[src/rtl/ctl_pkg.sv]
package ctl_pkg;

    localparam int WORD_W = 16;
    localparam int ADDR_W = 2;
    localparam int DATA_W = WORD_W - ADDR_W;
    localparam int VOL_W  = 14;

    typedef enum logic [1:0] {FMT_I2S, FMT_LEFT, FMT_RIGHT, FMT_DSP} fmt_e;
    typedef enum logic [1:0] {WL_16, WL_20, WL_24, WL_RSVD} wlen_e;
    typedef enum logic [1:0] {RATE_BASE, RATE_DOUBLE, RATE_QUAD, RATE_RSVD} rate_e;
    typedef enum logic [1:0] {DEEM_OFF, DEEM_32K, DEEM_44K, DEEM_48K} deem_e;
    typedef enum logic [1:0] {ADDR_CFG, ADDR_VOL_L, ADDR_VOL_R, ADDR_RSVD} addr_e;

    // Field order follows the data bit positions (MSB first).
    typedef struct packed {
        logic  mclk_in;
        logic  phase_inv;
        logic  mute_r;
        logic  mute_l;
        deem_e deemph;
        rate_e rate;
        wlen_e wlen;
        fmt_e  fmt;
    } cfg_t;

    localparam int CFG_W = $bits(cfg_t);

    localparam cfg_t CFG_DEFAULT = '{
        mclk_in:   1'b0,
        phase_inv: 1'b0,
        mute_r:    1'b0,
        mute_l:    1'b0,
        deemph:    DEEM_OFF,
        rate:      RATE_BASE,
        wlen:      WL_24,
        fmt:       FMT_I2S
    };

    localparam logic [VOL_W-1:0] VOL_DEFAULT = '1;

    function automatic cfg_t to_cfg(input logic [CFG_W-1:0] bits);
        return cfg_t'(bits);
    endfunction

endpackage

[src/rtl/ctl_sync.sv]
module ctl_sync #(
    parameter int N      = 3,
    parameter int STAGES = 2
) (
    input  logic         clk,
    input  logic         rst,
    input  logic [N-1:0] async_in,
    output logic [N-1:0] level
);

    logic [N-1:0] stg [STAGES];

    always_ff @(posedge clk) begin
        if (rst) begin
            for (int i = 0; i < STAGES; i++) stg[i] <= '0;
        end else begin
            stg[0] <= async_in;
            for (int i = 1; i < STAGES; i++) stg[i] <= stg[i-1];
        end
    end

    assign level = stg[STAGES-1];

endmodule

[src/rtl/ctl_shifter.sv]
module ctl_shifter #(
    parameter int WORD_W = ctl_pkg::WORD_W
) (
    input  logic              clk,
    input  logic              rst,
    input  logic              sclk_lvl,
    input  logic              sdat_lvl,
    input  logic              slat_lvl,
    output logic              word_vld,
    output logic [WORD_W-1:0] word
);

    localparam int CNT_MAX = WORD_W + 1;
    localparam int CNT_W   = $clog2(CNT_MAX + 1);

    logic [WORD_W-1:0] sr;
    logic [CNT_W-1:0]  cnt;
    logic              sclk_prev, slat_prev;
    logic              bit_rise, strobe_rise;

    assign bit_rise    = sclk_lvl & ~sclk_prev;
    assign strobe_rise = slat_lvl & ~slat_prev;

    always_ff @(posedge clk) begin
        if (rst) begin
            sr        <= '0;
            cnt       <= '0;
            sclk_prev <= 1'b0;
            slat_prev <= 1'b0;
            word_vld  <= 1'b0;
            word      <= '0;
        end else begin
            sclk_prev <= sclk_lvl;
            slat_prev <= slat_lvl;
            word_vld  <= 1'b0;
            if (strobe_rise) begin
                if (cnt == CNT_W'(WORD_W)) begin
                    word_vld <= 1'b1;
                    word     <= sr;
                end
                sr  <= '0;
                cnt <= '0;
            end else if (bit_rise) begin
                sr <= {sr[WORD_W-2:0], sdat_lvl};
                if (cnt != CNT_W'(CNT_MAX)) cnt <= cnt + 1'b1;
            end
        end
    end


    clear_after_latch_chk: assert property (@(posedge clk) disable iff (rst)
        strobe_rise |=> (cnt == '0 && sr == '0));


    cnt_bound_chk: assert property (@(posedge clk) disable iff (rst)
        cnt <= CNT_W'(CNT_MAX));


    exact_len_chk: assert property (@(posedge clk) disable iff (rst)
        word_vld |-> $past(cnt) == CNT_W'(WORD_W));


    shift_lsb_chk: assert property (@(posedge clk) disable iff (rst)
        (bit_rise && !strobe_rise) |=> sr[0] == $past(sdat_lvl));

endmodule

[src/rtl/ctl_regfile.sv]
module ctl_regfile
    import ctl_pkg::*;
#(
    parameter int WORD_W = ctl_pkg::WORD_W,
    parameter int ADDR_W = ctl_pkg::ADDR_W,
    parameter int VOL_W  = ctl_pkg::VOL_W
) (
    input  logic              clk,
    input  logic              rst,
    input  logic              word_vld,
    input  logic [WORD_W-1:0] word,
    output cfg_t              cfg,
    output logic [VOL_W-1:0]  vol_l,
    output logic [VOL_W-1:0]  vol_r
);

    localparam int DATA_W = WORD_W - ADDR_W;

    addr_e             addr;
    logic [DATA_W-1:0] data;

    assign addr = addr_e'(word[WORD_W-1 -: ADDR_W]);
    assign data = word[DATA_W-1:0];

    always_ff @(posedge clk) begin
        if (rst) begin
            cfg   <= CFG_DEFAULT;
            vol_l <= VOL_DEFAULT;
            vol_r <= VOL_DEFAULT;
        end else if (word_vld) begin
            case (addr)
                ADDR_CFG:   cfg   <= to_cfg(data[CFG_W-1:0]);
                ADDR_VOL_L: vol_l <= data[VOL_W-1:0];
                ADDR_VOL_R: vol_r <= data[VOL_W-1:0];
                default:    ;
            endcase
        end
    end


    rsvd_addr_chk: assert property (@(posedge clk) disable iff (rst)
        (word_vld && addr == ADDR_RSVD) |=> ($stable(cfg) && $stable(vol_l) && $stable(vol_r)));


    hold_chk: assert property (@(posedge clk) disable iff (rst)
        !word_vld |=> ($stable(cfg) && $stable(vol_l) && $stable(vol_r)));


    vol_l_write_chk: assert property (@(posedge clk) disable iff (rst)
        (word_vld && addr == ADDR_VOL_L) |=> (vol_l == $past(data[VOL_W-1:0]) && $stable(vol_r)));


    reset_default_chk: assert property (@(posedge clk) disable iff (rst)
        $past(rst) |-> (cfg == CFG_DEFAULT && vol_l == VOL_DEFAULT && vol_r == VOL_DEFAULT));

endmodule

[src/rtl/ctl_port.sv]
module ctl_port
    import ctl_pkg::*;
(
    input  logic             clk,
    input  logic             rst,
    input  logic             ctl_clk,
    input  logic             ctl_dat,
    input  logic             ctl_latch,
    output logic [1:0]       fmt_mode,
    output logic [1:0]       word_len,
    output logic [1:0]       rate_sel,
    output logic [1:0]       deemph_sel,
    output logic             mute_l,
    output logic             mute_r,
    output logic             phase_inv,
    output logic             mclk_in_mode,
    output logic [VOL_W-1:0] vol_l,
    output logic [VOL_W-1:0] vol_r
);

    logic [2:0]        lvl;
    logic              word_vld;
    logic [WORD_W-1:0] word;
    cfg_t              cfg;

    ctl_sync #(.N(3), .STAGES(2)) u_sync (
        .clk      (clk),
        .rst      (rst),
        .async_in ({ctl_latch, ctl_dat, ctl_clk}),
        .level    (lvl)
    );

    ctl_shifter #(.WORD_W(WORD_W)) u_shift (
        .clk      (clk),
        .rst      (rst),
        .sclk_lvl (lvl[0]),
        .sdat_lvl (lvl[1]),
        .slat_lvl (lvl[2]),
        .word_vld (word_vld),
        .word     (word)
    );

    ctl_regfile #(.WORD_W(WORD_W), .ADDR_W(ADDR_W), .VOL_W(VOL_W)) u_regs (
        .clk      (clk),
        .rst      (rst),
        .word_vld (word_vld),
        .word     (word),
        .cfg      (cfg),
        .vol_l    (vol_l),
        .vol_r    (vol_r)
    );

    assign fmt_mode     = cfg.fmt;
    assign word_len     = cfg.wlen;
    assign rate_sel     = cfg.rate;
    assign deemph_sel   = cfg.deemph;
    assign mute_l       = cfg.mute_l;
    assign mute_r       = cfg.mute_r;
    assign phase_inv    = cfg.phase_inv;
    assign mclk_in_mode = cfg.mclk_in;

endmodule

[config.mk]
export PLATFORM = sky130hd
export DESIGN_NAME = ctl_port
export DESIGN_NICKNAME = d
export VERILOG_FILES = /design/src/rtl/ctl_pkg.sv /design/src/rtl/ctl_sync.sv /design/src/rtl/ctl_shifter.sv /design/src/rtl/ctl_regfile.sv /design/src/rtl/ctl_port.sv
export SDC_FILE = /design/constraint.sdc
export NUM_CORES = 1
export LEC_CHECK = 0
export BUFFER_PORTS_ARGS = -buffer_cell sky130_fd_sc_hd__buf_2
export CAP_MARGIN = 20
export CORE_MARGIN = 2
export CORE_UTILIZATION = 50
export CTS_CLUSTER_DIAMETER = 150
export DETAILED_ROUTE_END_ITERATION = 16
export PLACE_DENSITY = 0.74
export SKIP_LAST_GASP = 1
export SLEW_MARGIN = 40
export SYNTH_ARGS = -nofsm -noshare
export SYNTH_HDL_FRONTEND = slang
export SYNTH_SLANG_ARGS = --single-unit
[constraint.sdc]
create_clock -name clk -period 1.33 [get_ports clk]
set_input_delay 0.266 -clock clk [delete_from_list [all_inputs] [get_ports clk]]
set_output_delay 0.266 -clock clk [all_outputs]
set_load 0.02 [all_outputs]
==> results of run 1 <==
==> cell usage after synthesis (2+ instances only) <==
master    count  share of area (%)
a21oi_1      28                4.4
nor2_1        2               0.24
dfxtp_1      86                 54
nor3_1        2               0.31
mux2i_1      18                5.6
inv_1         4               0.47
and3b_1       2               0.55
nand2_1     145                 17
buf_2        18                2.8
nand3_1      32                5.0
buf_12        2                1.3
nand4_1       2               0.39
ha_1          3                1.2
nand3b_1      2               0.47
clkbuf_1      3               0.35
nor2b_1      10                2.0
==> flip-flops by register name (all words and copies together) (netlist names) <==
register and count:
u_regs.cfg 12, u_regs.vol_l 14, u_regs.vol_r 14, u_shift.cnt 5
u_shift.sclk_prev 1, u_shift.slat_prev 1, u_shift.sr 16, u_shift.word 16
u_shift.word_vld 1, u_sync.stg 6
==> cell families (layout without fill, tap and decap cells) <==
group / after synthesis / count (layout) / share of synthesized area (%)
buf+inv: 28 / 76 / 5.02
fa+ha+maj: 3 / 3 / 1.18
compound gates: 32 / 32 / 5.64
simple gates: 205 / 207 / 28.3
mux: 19 / 19 / 6.00
flops: 86 / 86 / 53.9
==> stage by stage <==
stage	util, %	hold WS (ns)	TNS, ns	area [sq um]	power, mW
after global placement	55.4	0.419	0	3470	2.77
after CTS	58.3	0.106	-0.0678	3660	4.40
after global routing	58.8	0.111	0	3690	4.53
final	58.8	0.118	0	3690	4.37
after detailed placement	55.4	0.428	0	3470	2.77
after floorplan	-	0.394	0	3190	2.73
==> worst max-delay path, delay by kind of cell, from the launching register on <==
family | cells | cell delay (ns)
mux | 1 | 0.32
flops | 1 | 0.36
fa+ha+maj | 1 | 0.20
buf+inv | 1 | 0.06
compound gates | 1 | 0.26
==> cell type report <==
type / count / share of cell area (%)
clock inverters: 3 / 0.542
inverters: 4 / 0.407
clock buffers: 12 / 4.20
flip-flops and latches: 86 / 46.6
well taps: 77 / 2.61
repair buffers: 57 / 8.94
multi-input cells: 261 / 36.7
==> worst max path at each step <==
stage	cells past startpoint	from	endpoint
after detailed placement	4	u_shift.cnt[1]$_SDFFE_PP0P_	u_shift.cnt[0]$_SDFFE_PP0P_
after CTS	4	u_shift.cnt[0]$_SDFFE_PP0P_	u_shift.word_vld$_SDFF_PP0_
after global routing	4	u_shift.word[14]$_SDFFE_PP0P_	u_regs.vol_l[2]$_SDFFE_PP1P_
after floorplan	6	u_shift.cnt[0]$_SDFFE_PP0P_	u_shift.word_vld$_SDFF_PP0_
after global placement	4	u_shift.cnt[1]$_SDFFE_PP0P_	u_shift.cnt[0]$_SDFFE_PP0P_
final	4	u_shift.cnt[1]$_SDFFE_PP0P_	u_shift.cnt[0]$_SDFFE_PP0P_
==> per-layer routing <==
layer	vias up	global-route usage, %	wire, microns
met3	9	5.14	329
met2	63	27.3	2890
met1	1168	26.0	3080
li1	1316	-	-
met4	0	9.38	111
met5	-	0	0
==> power by group through the flow <==
stage | Combinational (mW) | Clock [mW] | Sequential (mW)
CTS | 0.120 | 1.69 | 2.59
floorplan | 0.0830 | 0 | 2.65
global route | 0.137 | 1.80 | 2.59
finish | 0.126 | 1.66 | 2.59
detailed placement | 0.118 | 0 | 2.65
global placement | 0.117 | 0 | 2.65
==> repair_timing <==
action                     CTS  global route
gates resized for setup      1             8
cloned                       1             1
setup endpoints to repair    3            22
pin swaps                    0             2
==> impl_metrics.xml, run 1 <==
<?xml version="1.0" encoding="UTF-8"?>
<metrics>
  <group name="outcome">
    <metric name="run_status" unit="">finished clean</metric>
  </group>
  <group name="final_layout">
    <metric name="finalNetCount" unit="">427</metric>
    <metric name="drive_above_1_share" unit="%">19.9</metric>
    <metric name="multiInputGateArea" unit="sq mm">0.00135</metric>
    <metric name="mostFrequentLayoutCell" unit="">nand2_1</metric>
    <metric name="most-common-layout-cells" unit="">nand2_1 (145), dfxtp_1 (85), buf_2 (44)</metric>
    <metric name="register_area" unit="sq mm">0.00172</metric>
    <metric name="instances_no_fill" unit="">500</metric>
    <metric name="fillcell_total" unit="">582</metric>
    <metric name="area_growth_syn_to_layout" unit="%">15.7</metric>
    <metric name="num_antenna_cells" unit="">0</metric>
  </group>
  <group name="cts">
    <metric name="clock_tree.buffer_depth" unit="">2</metric>
    <metric name="clock-sinks" unit="">86</metric>
    <metric name="tritoncts.num_buffers" unit="">9</metric>
    <metric name="root_buffer" unit="">clkbuf_8</metric>
    <metric name="number_of_hold_repair_buffers_added_at_the_cts_stage" unit="">0</metric>
    <metric name="cts.clk_slew.worst_paths" unit="ns">0.08</metric>
    <metric name="clock_insertion_delay_worst_skew" unit="ns">0.36</metric>
    <metric name="cts_setup_buffers" unit="">0</metric>
    <metric name="tritoncts_clock_tree" unit="">built</metric>
    <metric name="htreeDepth" unit="">3</metric>
  </group>
  <group name="place">
    <metric name="place.gp.congestion" unit="">0.767</metric>
    <metric name="place.detailed.instances" unit="">483</metric>
    <metric name="dp_worst_setup_slack" unit="ns">0.000538</metric>
    <metric name="numPortBuffers" unit="">44</metric>
    <metric name="hpwl" unit="microns">4280</metric>
  </group>
  <group name="sta">
    <metric name="grt_setup_unrepaired" unit="">no</metric>
    <metric name="setup_violations" unit="">0</metric>
    <metric name="slew_headroom" unit="%">75.7</metric>
    <metric name="post-route-worst-setup-slack" unit="ns">0.0347</metric>
    <metric name="finalHoldViolCount" unit="">0</metric>
    <metric name="max_clock_freq" unit="MHz">772</metric>
    <metric name="timing.final.crit_share" unit="%">97.4</metric>
    <metric name="clock_skew" unit="ns">0.00841</metric>
    <metric name="worstMarginPinSlew" unit="ns">0.355</metric>
    <metric name="post_layout_min_period" unit="ns">1.30</metric>
    <metric name="final_max_slew_viol_count" unit="">0</metric>
  </group>
  <group name="yosys">
    <metric name="yosys_most_used_dff" unit="">dfxtp_1</metric>
    <metric name="syn_area_per_cell" unit="sq um">8.56</metric>
    <metric name="synth_seq_cells" unit="">86</metric>
    <metric name="yosysWarningCount" unit="">0</metric>
    <metric name="postSynthNetCount" unit="">381</metric>
    <metric name="synth_cell_types" unit="">30</metric>
    <metric name="synth-edff-count" unit="">0</metric>
    <metric name="synth_sequential_area_ratio" unit="%">53.9</metric>
    <metric name="ys_async_sr_fraction" unit="%">0</metric>
    <metric name="netlist_instances" unit="">373</metric>
    <metric name="synthesis.area" unit="sq mm">0.00319</metric>
  </group>
  <group name="setup_path">
    <metric name="rr_endpoint" unit="">u_shift.cnt[0]$_SDFFE_PP0P_</metric>
    <metric name="crit_chain" unit="">inv_2 &gt; ha_1 &gt; a31oi_2 &gt; mux2_4</metric>
    <metric name="crit_fanout" unit="">4</metric>
    <metric name="worst_r2r_startpoint" unit="">u_shift.cnt[1]$_SDFFE_PP0P_</metric>
    <metric name="timing.reg2reg.setup_slack" unit="ns">0.03</metric>
    <metric name="worst-endpoint-arrival" unit="ns">1.55</metric>
    <metric name="worstPathRequired" unit="ns">1.58</metric>
    <metric name="setup.worst_path.start_class" unit="">flop</metric>
    <metric name="critPathMaxStageDelay" unit="ns">0.36</metric>
    <metric name="cpMaxStageDelayCell" unit="">dfxtp_2</metric>
    <metric name="rr_worst_depth" unit="">4</metric>
    <metric name="worstSetupEndpointType" unit="">flop</metric>
    <metric name="crit_type" unit="">flop to flop</metric>
  </group>
  <group name="power">
    <metric name="powerDensity" unit="mW/mm^2">1180</metric>
    <metric name="power.internal" unit="mW">3.40</metric>
    <metric name="p_leak" unit="nW">1.47</metric>
    <metric name="switching_share" unit="%">22.3</metric>
    <metric name="irDropWorstVdd" unit="mV">0.725</metric>
    <metric name="clock_share_of_power" unit="%">37.9</metric>
    <metric name="power_frac_comb" unit="%">2.9</metric>
    <metric name="power.share.sequential" unit="%">59.2</metric>
    <metric name="power.net_switching" unit="uW">977</metric>
  </group>
  <group name="route">
    <metric name="detail_route.vias_per_cell" unit="">5.11</metric>
    <metric name="detail_route.wl_per_cell" unit="microns">12.8</metric>
    <metric name="finalWirelength" unit="microns">6410</metric>
    <metric name="drt_pre_antenna_iters" unit="">4</metric>
    <metric name="drt_first_iter_violations" unit="">88</metric>
    <metric name="via_count" unit="">2556</metric>
    <metric name="detail_route_antenna_nets" unit="">0</metric>
    <metric name="drcViolationCount" unit="">0</metric>
  </group>
  <group name="hold_path">
    <metric name="hold_class" unit="">input port to flop</metric>
    <metric name="min-delay-start" unit="">ctl_dat</metric>
    <metric name="hold_end" unit="">u_sync.stg[0][1]$_SDFF_PP0_</metric>
    <metric name="min_delay_path_depth" unit="">2</metric>
  </group>
  <group name="floorplan">
    <metric name="dieWidth" unit="microns">83.9</metric>
    <metric name="initial_utilization" unit="%">50.9</metric>
    <metric name="top_level_ports" unit="">45</metric>
    <metric name="placementRows" unit="">29</metric>
    <metric name="floorplan.die_area" unit="sq mm">0.00704</metric>
    <metric name="dieHeight" unit="microns">83.9</metric>
    <metric name="total_core_area" unit="sq mm">0.00628</metric>
  </group>
  <group name="global_routing">
    <metric name="grt_start_max_net_pins" unit="">66</metric>
    <metric name="number_of_antenna_violations_at_the_first_check_in_global_routing" unit="">0</metric>
    <metric name="grt_first_pass_wirelength" unit="microns">10600</metric>
    <metric name="grt_use_total" unit="%">18.9</metric>
    <metric name="gr-total-overflow" unit="">0</metric>
    <metric name="first_global_vias" unit="">2241</metric>
  </group>
  <group name="flow_run">
    <metric name="max-cap-violations" unit="">0</metric>
  </group>
</metrics>
Note: power is estimated with default switching activity, not from simulation.
==> run 2: changes to the inputs <==
- RECOVER_POWER: not set -> 50
- SETUP_SLACK_MARGIN: not set -> 0.5
- SKIP_LAST_GASP: 1 -> not set
==> impl_metrics.xml, run 2 (synthesis results as in run 1) <==
<?xml version="1.0" encoding="UTF-8"?>
<metrics>
  <group name="global_routing">
    <metric name="first_global_vias" unit="">2703</metric>
    <metric name="grt_first_pass_wirelength" unit="microns">13000</metric>
    <metric name="gr-total-overflow" unit="">0</metric>
    <metric name="grt_start_max_net_pins" unit="">63</metric>
    <metric name="grt_use_total" unit="%">23.5</metric>
    <metric name="number_of_antenna_violations_at_the_first_check_in_global_routing" unit="">0</metric>
  </group>
  <group name="cts">
    <metric name="tritoncts_clock_tree" unit="">built</metric>
    <metric name="clock_tree.buffer_depth" unit="">2</metric>
    <metric name="root_buffer" unit="">clkbuf_8</metric>
    <metric name="htreeDepth" unit="">3</metric>
    <metric name="clock-sinks" unit="">86</metric>
    <metric name="tritoncts.num_buffers" unit="">9</metric>
    <metric name="clock_insertion_delay_worst_skew" unit="ns">0.36</metric>
    <metric name="number_of_hold_repair_buffers_added_at_the_cts_stage" unit="">0</metric>
    <metric name="cts.clk_slew.worst_paths" unit="ns">0.09</metric>
  </group>
  <group name="route">
    <metric name="drt_pre_antenna_iters" unit="">4</metric>
    <metric name="detail_route.vias_per_cell" unit="">5.52</metric>
    <metric name="finalWirelength" unit="microns">9900</metric>
    <metric name="via_count" unit="">2959</metric>
    <metric name="drt_first_iter_violations" unit="">127</metric>
    <metric name="detail_route_antenna_nets" unit="">0</metric>
    <metric name="detail_route.wl_per_cell" unit="microns">18.5</metric>
    <metric name="drcViolationCount" unit="">0</metric>
  </group>
  <group name="final_layout">
    <metric name="drive_above_1_share" unit="%">48.1</metric>
    <metric name="multiInputGateArea" unit="sq mm">0.00170</metric>
    <metric name="utilization" unit="%">76.1</metric>
    <metric name="area_growth_syn_to_layout" unit="%">49.5</metric>
    <metric name="most-common-layout-cells" unit="">nand2_1 (99), dfxtp_1 (56), buf_6 (52)</metric>
    <metric name="register_area" unit="sq mm">0.00177</metric>
    <metric name="layout_top_registers" unit="">u_shift.sr x16, u_shift.word x16</metric>
    <metric name="num_antenna_cells" unit="">0</metric>
    <metric name="mostFrequentLayoutCell" unit="">nand2_1</metric>
    <metric name="fillcell_total" unit="">372</metric>
    <metric name="finalNetCount" unit="">462</metric>
  </group>
  <group name="setup_path">
    <metric name="worstSetupEndpointType" unit="">flop</metric>
    <metric name="rr_endpoint" unit="">u_regs.vol_l[10]$_SDFFE_PP1P_</metric>
    <metric name="worst_r2r_startpoint" unit="">u_shift.word[15]$_SDFFE_PP0P_</metric>
    <metric name="crit_type" unit="">flop to flop</metric>
    <metric name="worstPathRequired" unit="ns">1.54</metric>
    <metric name="timing.reg2reg.setup_slack" unit="ns">-0.0007</metric>
    <metric name="crit_fanout" unit="">8</metric>
    <metric name="rr_worst_depth" unit="">4</metric>
    <metric name="setup.worst_path.start_class" unit="">flop</metric>
    <metric name="worst-endpoint-arrival" unit="ns">1.54</metric>
  </group>
  <group name="power">
    <metric name="p_leak" unit="nW">1.99</metric>
    <metric name="report.power.total" unit="mW">5.09</metric>
    <metric name="power_frac_comb" unit="%">3.6</metric>
    <metric name="power.net_switching" unit="mW">1.09</metric>
    <metric name="switching_share" unit="%">21.4</metric>
    <metric name="irDropWorstVdd" unit="mV">1.02</metric>
    <metric name="clock_share_of_power" unit="%">45.5</metric>
    <metric name="power.share.sequential" unit="%">50.9</metric>
    <metric name="powerDensity" unit="mW/mm^2">1070</metric>
    <metric name="power.internal" unit="mW">4.00</metric>
  </group>
  <group name="sta">
    <metric name="post-route-worst-setup-slack" unit="ns">-0.000700</metric>
    <metric name="timing.final.crit_share" unit="%">100</metric>
    <metric name="finalHoldViolCount" unit="">0</metric>
    <metric name="clock_skew" unit="ns">0.0122</metric>
    <metric name="grt_setup_unrepaired" unit="">yes</metric>
    <metric name="slew_headroom" unit="%">80.4</metric>
    <metric name="setup_violations" unit="">1</metric>
    <metric name="worstMarginPinSlew" unit="ns">0.294</metric>
    <metric name="final_max_slew_viol_count" unit="">0</metric>
    <metric name="post_layout_min_period" unit="ns">1.33</metric>
    <metric name="max_clock_freq" unit="MHz">751</metric>
  </group>
  <group name="floorplan">
    <metric name="floorplan.die_area" unit="sq mm">0.00704</metric>
    <metric name="dieHeight" unit="microns">83.9</metric>
    <metric name="top_level_ports" unit="">45</metric>
    <metric name="dieWidth" unit="microns">83.9</metric>
    <metric name="initial_utilization" unit="%">50.9</metric>
    <metric name="total_core_area" unit="sq mm">0.00628</metric>
    <metric name="placementRows" unit="">29</metric>
  </group>
  <group name="outcome">
    <metric name="failing_checks" unit="">setup timing</metric>
    <metric name="run_status" unit="">complete, but fails checks</metric>
  </group>
  <group name="hold_path">
    <metric name="hold_class" unit="">input port to flop</metric>
    <metric name="min_delay_path_depth" unit="">2</metric>
    <metric name="min-delay-start" unit="">ctl_clk</metric>
    <metric name="hold_end" unit="">u_sync.stg[0][0]$_SDFF_PP0_</metric>
  </group>
  <group name="place">
    <metric name="place.gp.congestion" unit="">0.828</metric>
    <metric name="hpwl" unit="microns">4370</metric>
    <metric name="numPortBuffers" unit="">44</metric>
  </group>
  <group name="flow_run">
    <metric name="max-cap-violations" unit="">0</metric>
  </group>
</metrics>
==> run 2: changes by cell type in the layout (fill, tap and decap cells not counted), sizes merged <==
cell	previous run	this run
inv	4	3
clkbuf	12	14
and4	3	1
or3b	1	2
buf	57	90
bufinv	0	3
==> run 2: worst max path at each step <==
| stage | start | endpoint | cells past startpoint |
|---|---|---|---|
| 2_1_floorplan | u_shift.cnt[0]$_SDFFE_PP0P_ | u_shift.word_vld$_SDFF_PP0_ | 6 |
| 3_3_place_gp | u_shift.cnt[1]$_SDFFE_PP0P_ | u_shift.cnt[0]$_SDFFE_PP0P_ | 4 |
| 3_5_place_dp | u_sync.stg[0][5]$_SDFF_PP0_ | u_shift.word[7]$_SDFFE_PP0P_ | 3 |
| 4_1_cts | u_shift.cnt[0]$_SDFFE_PP0P_ | u_shift.word[7]$_SDFFE_PP0P_ | 5 |
| 5_1_grt | u_shift.word[15]$_SDFFE_PP0P_ | u_regs.vol_l[10]$_SDFFE_PP1P_ | 4 |
| 6_report | u_shift.word[15]$_SDFFE_PP0P_ | u_regs.vol_l[10]$_SDFFE_PP1P_ | 4 |
==> run 2: final cells by class <==
class / count / area share [%]
Clock buffer: 11 / 3.17
Tap cell: 77 / 2.02
Sequential cell: 86 / 37.0
Inverter: 4 / 0.419
Timing Repair Buffer: 93 / 19.7
Clock inverter: 5 / 2.20
Multi-Input combinational cell: 260 / 35.5
==> run 2: routing by layer <==
layer | wire [microns] | GRT usage (%) | up-vias
met3 | 448 | 6.03 | 30
met5 | 0 | 0 | -
met1 | 3850 | 27.2 | 1430
li1 | - | - | 1378
met4 | 364 | 9.97 | 0
met2 | 5240 | 41.1 | 121
==> run 2: worst max-delay path, stage by stage (launching register included) <==
cell and delay, ns:
dfxtp_1 0.50, and3b_1 0.29, buf_6 0.16, nand2_1 0.10, nand3_1 0.14
==> run 2: timing repair <==
action / CTS / global route
buffers inserted: 13 / 19
pin swaps: 47 / 30
gates resized for setup: 174 / 65
setup endpoints to repair: 118 / 118
gates cloned: 2 / 2
==> run 2: stage by stage <==
step	instances	area (sq um)	worst slack (ns)	TNS (ns)	hold slack (ns)
after floorplan	373	3320	0.109	0	0.394
after global placement	484	3580	0.0950	0	0.421
after detailed placement	484	3580	0.0257	0	0.426
after CTS	515	4440	0.104	0	0.111
after global routing	536	4770	-0.0276	-0.0394	0.107
final	536	4770	-0.000700	-0.000700	0.110
==> run 2: power by group through the flow <==
stage / Sequential, mW / Combinational, mW / Clock [mW]
after floorplan: 2.65 / 0.0980 / 0
after global placement: 2.65 / 0.132 / 0
after detailed placement: 2.65 / 0.132 / 0
after CTS: 2.59 / 0.152 / 2.29
after global routing: 2.59 / 0.191 / 2.45
final: 2.59 / 0.181 / 2.31
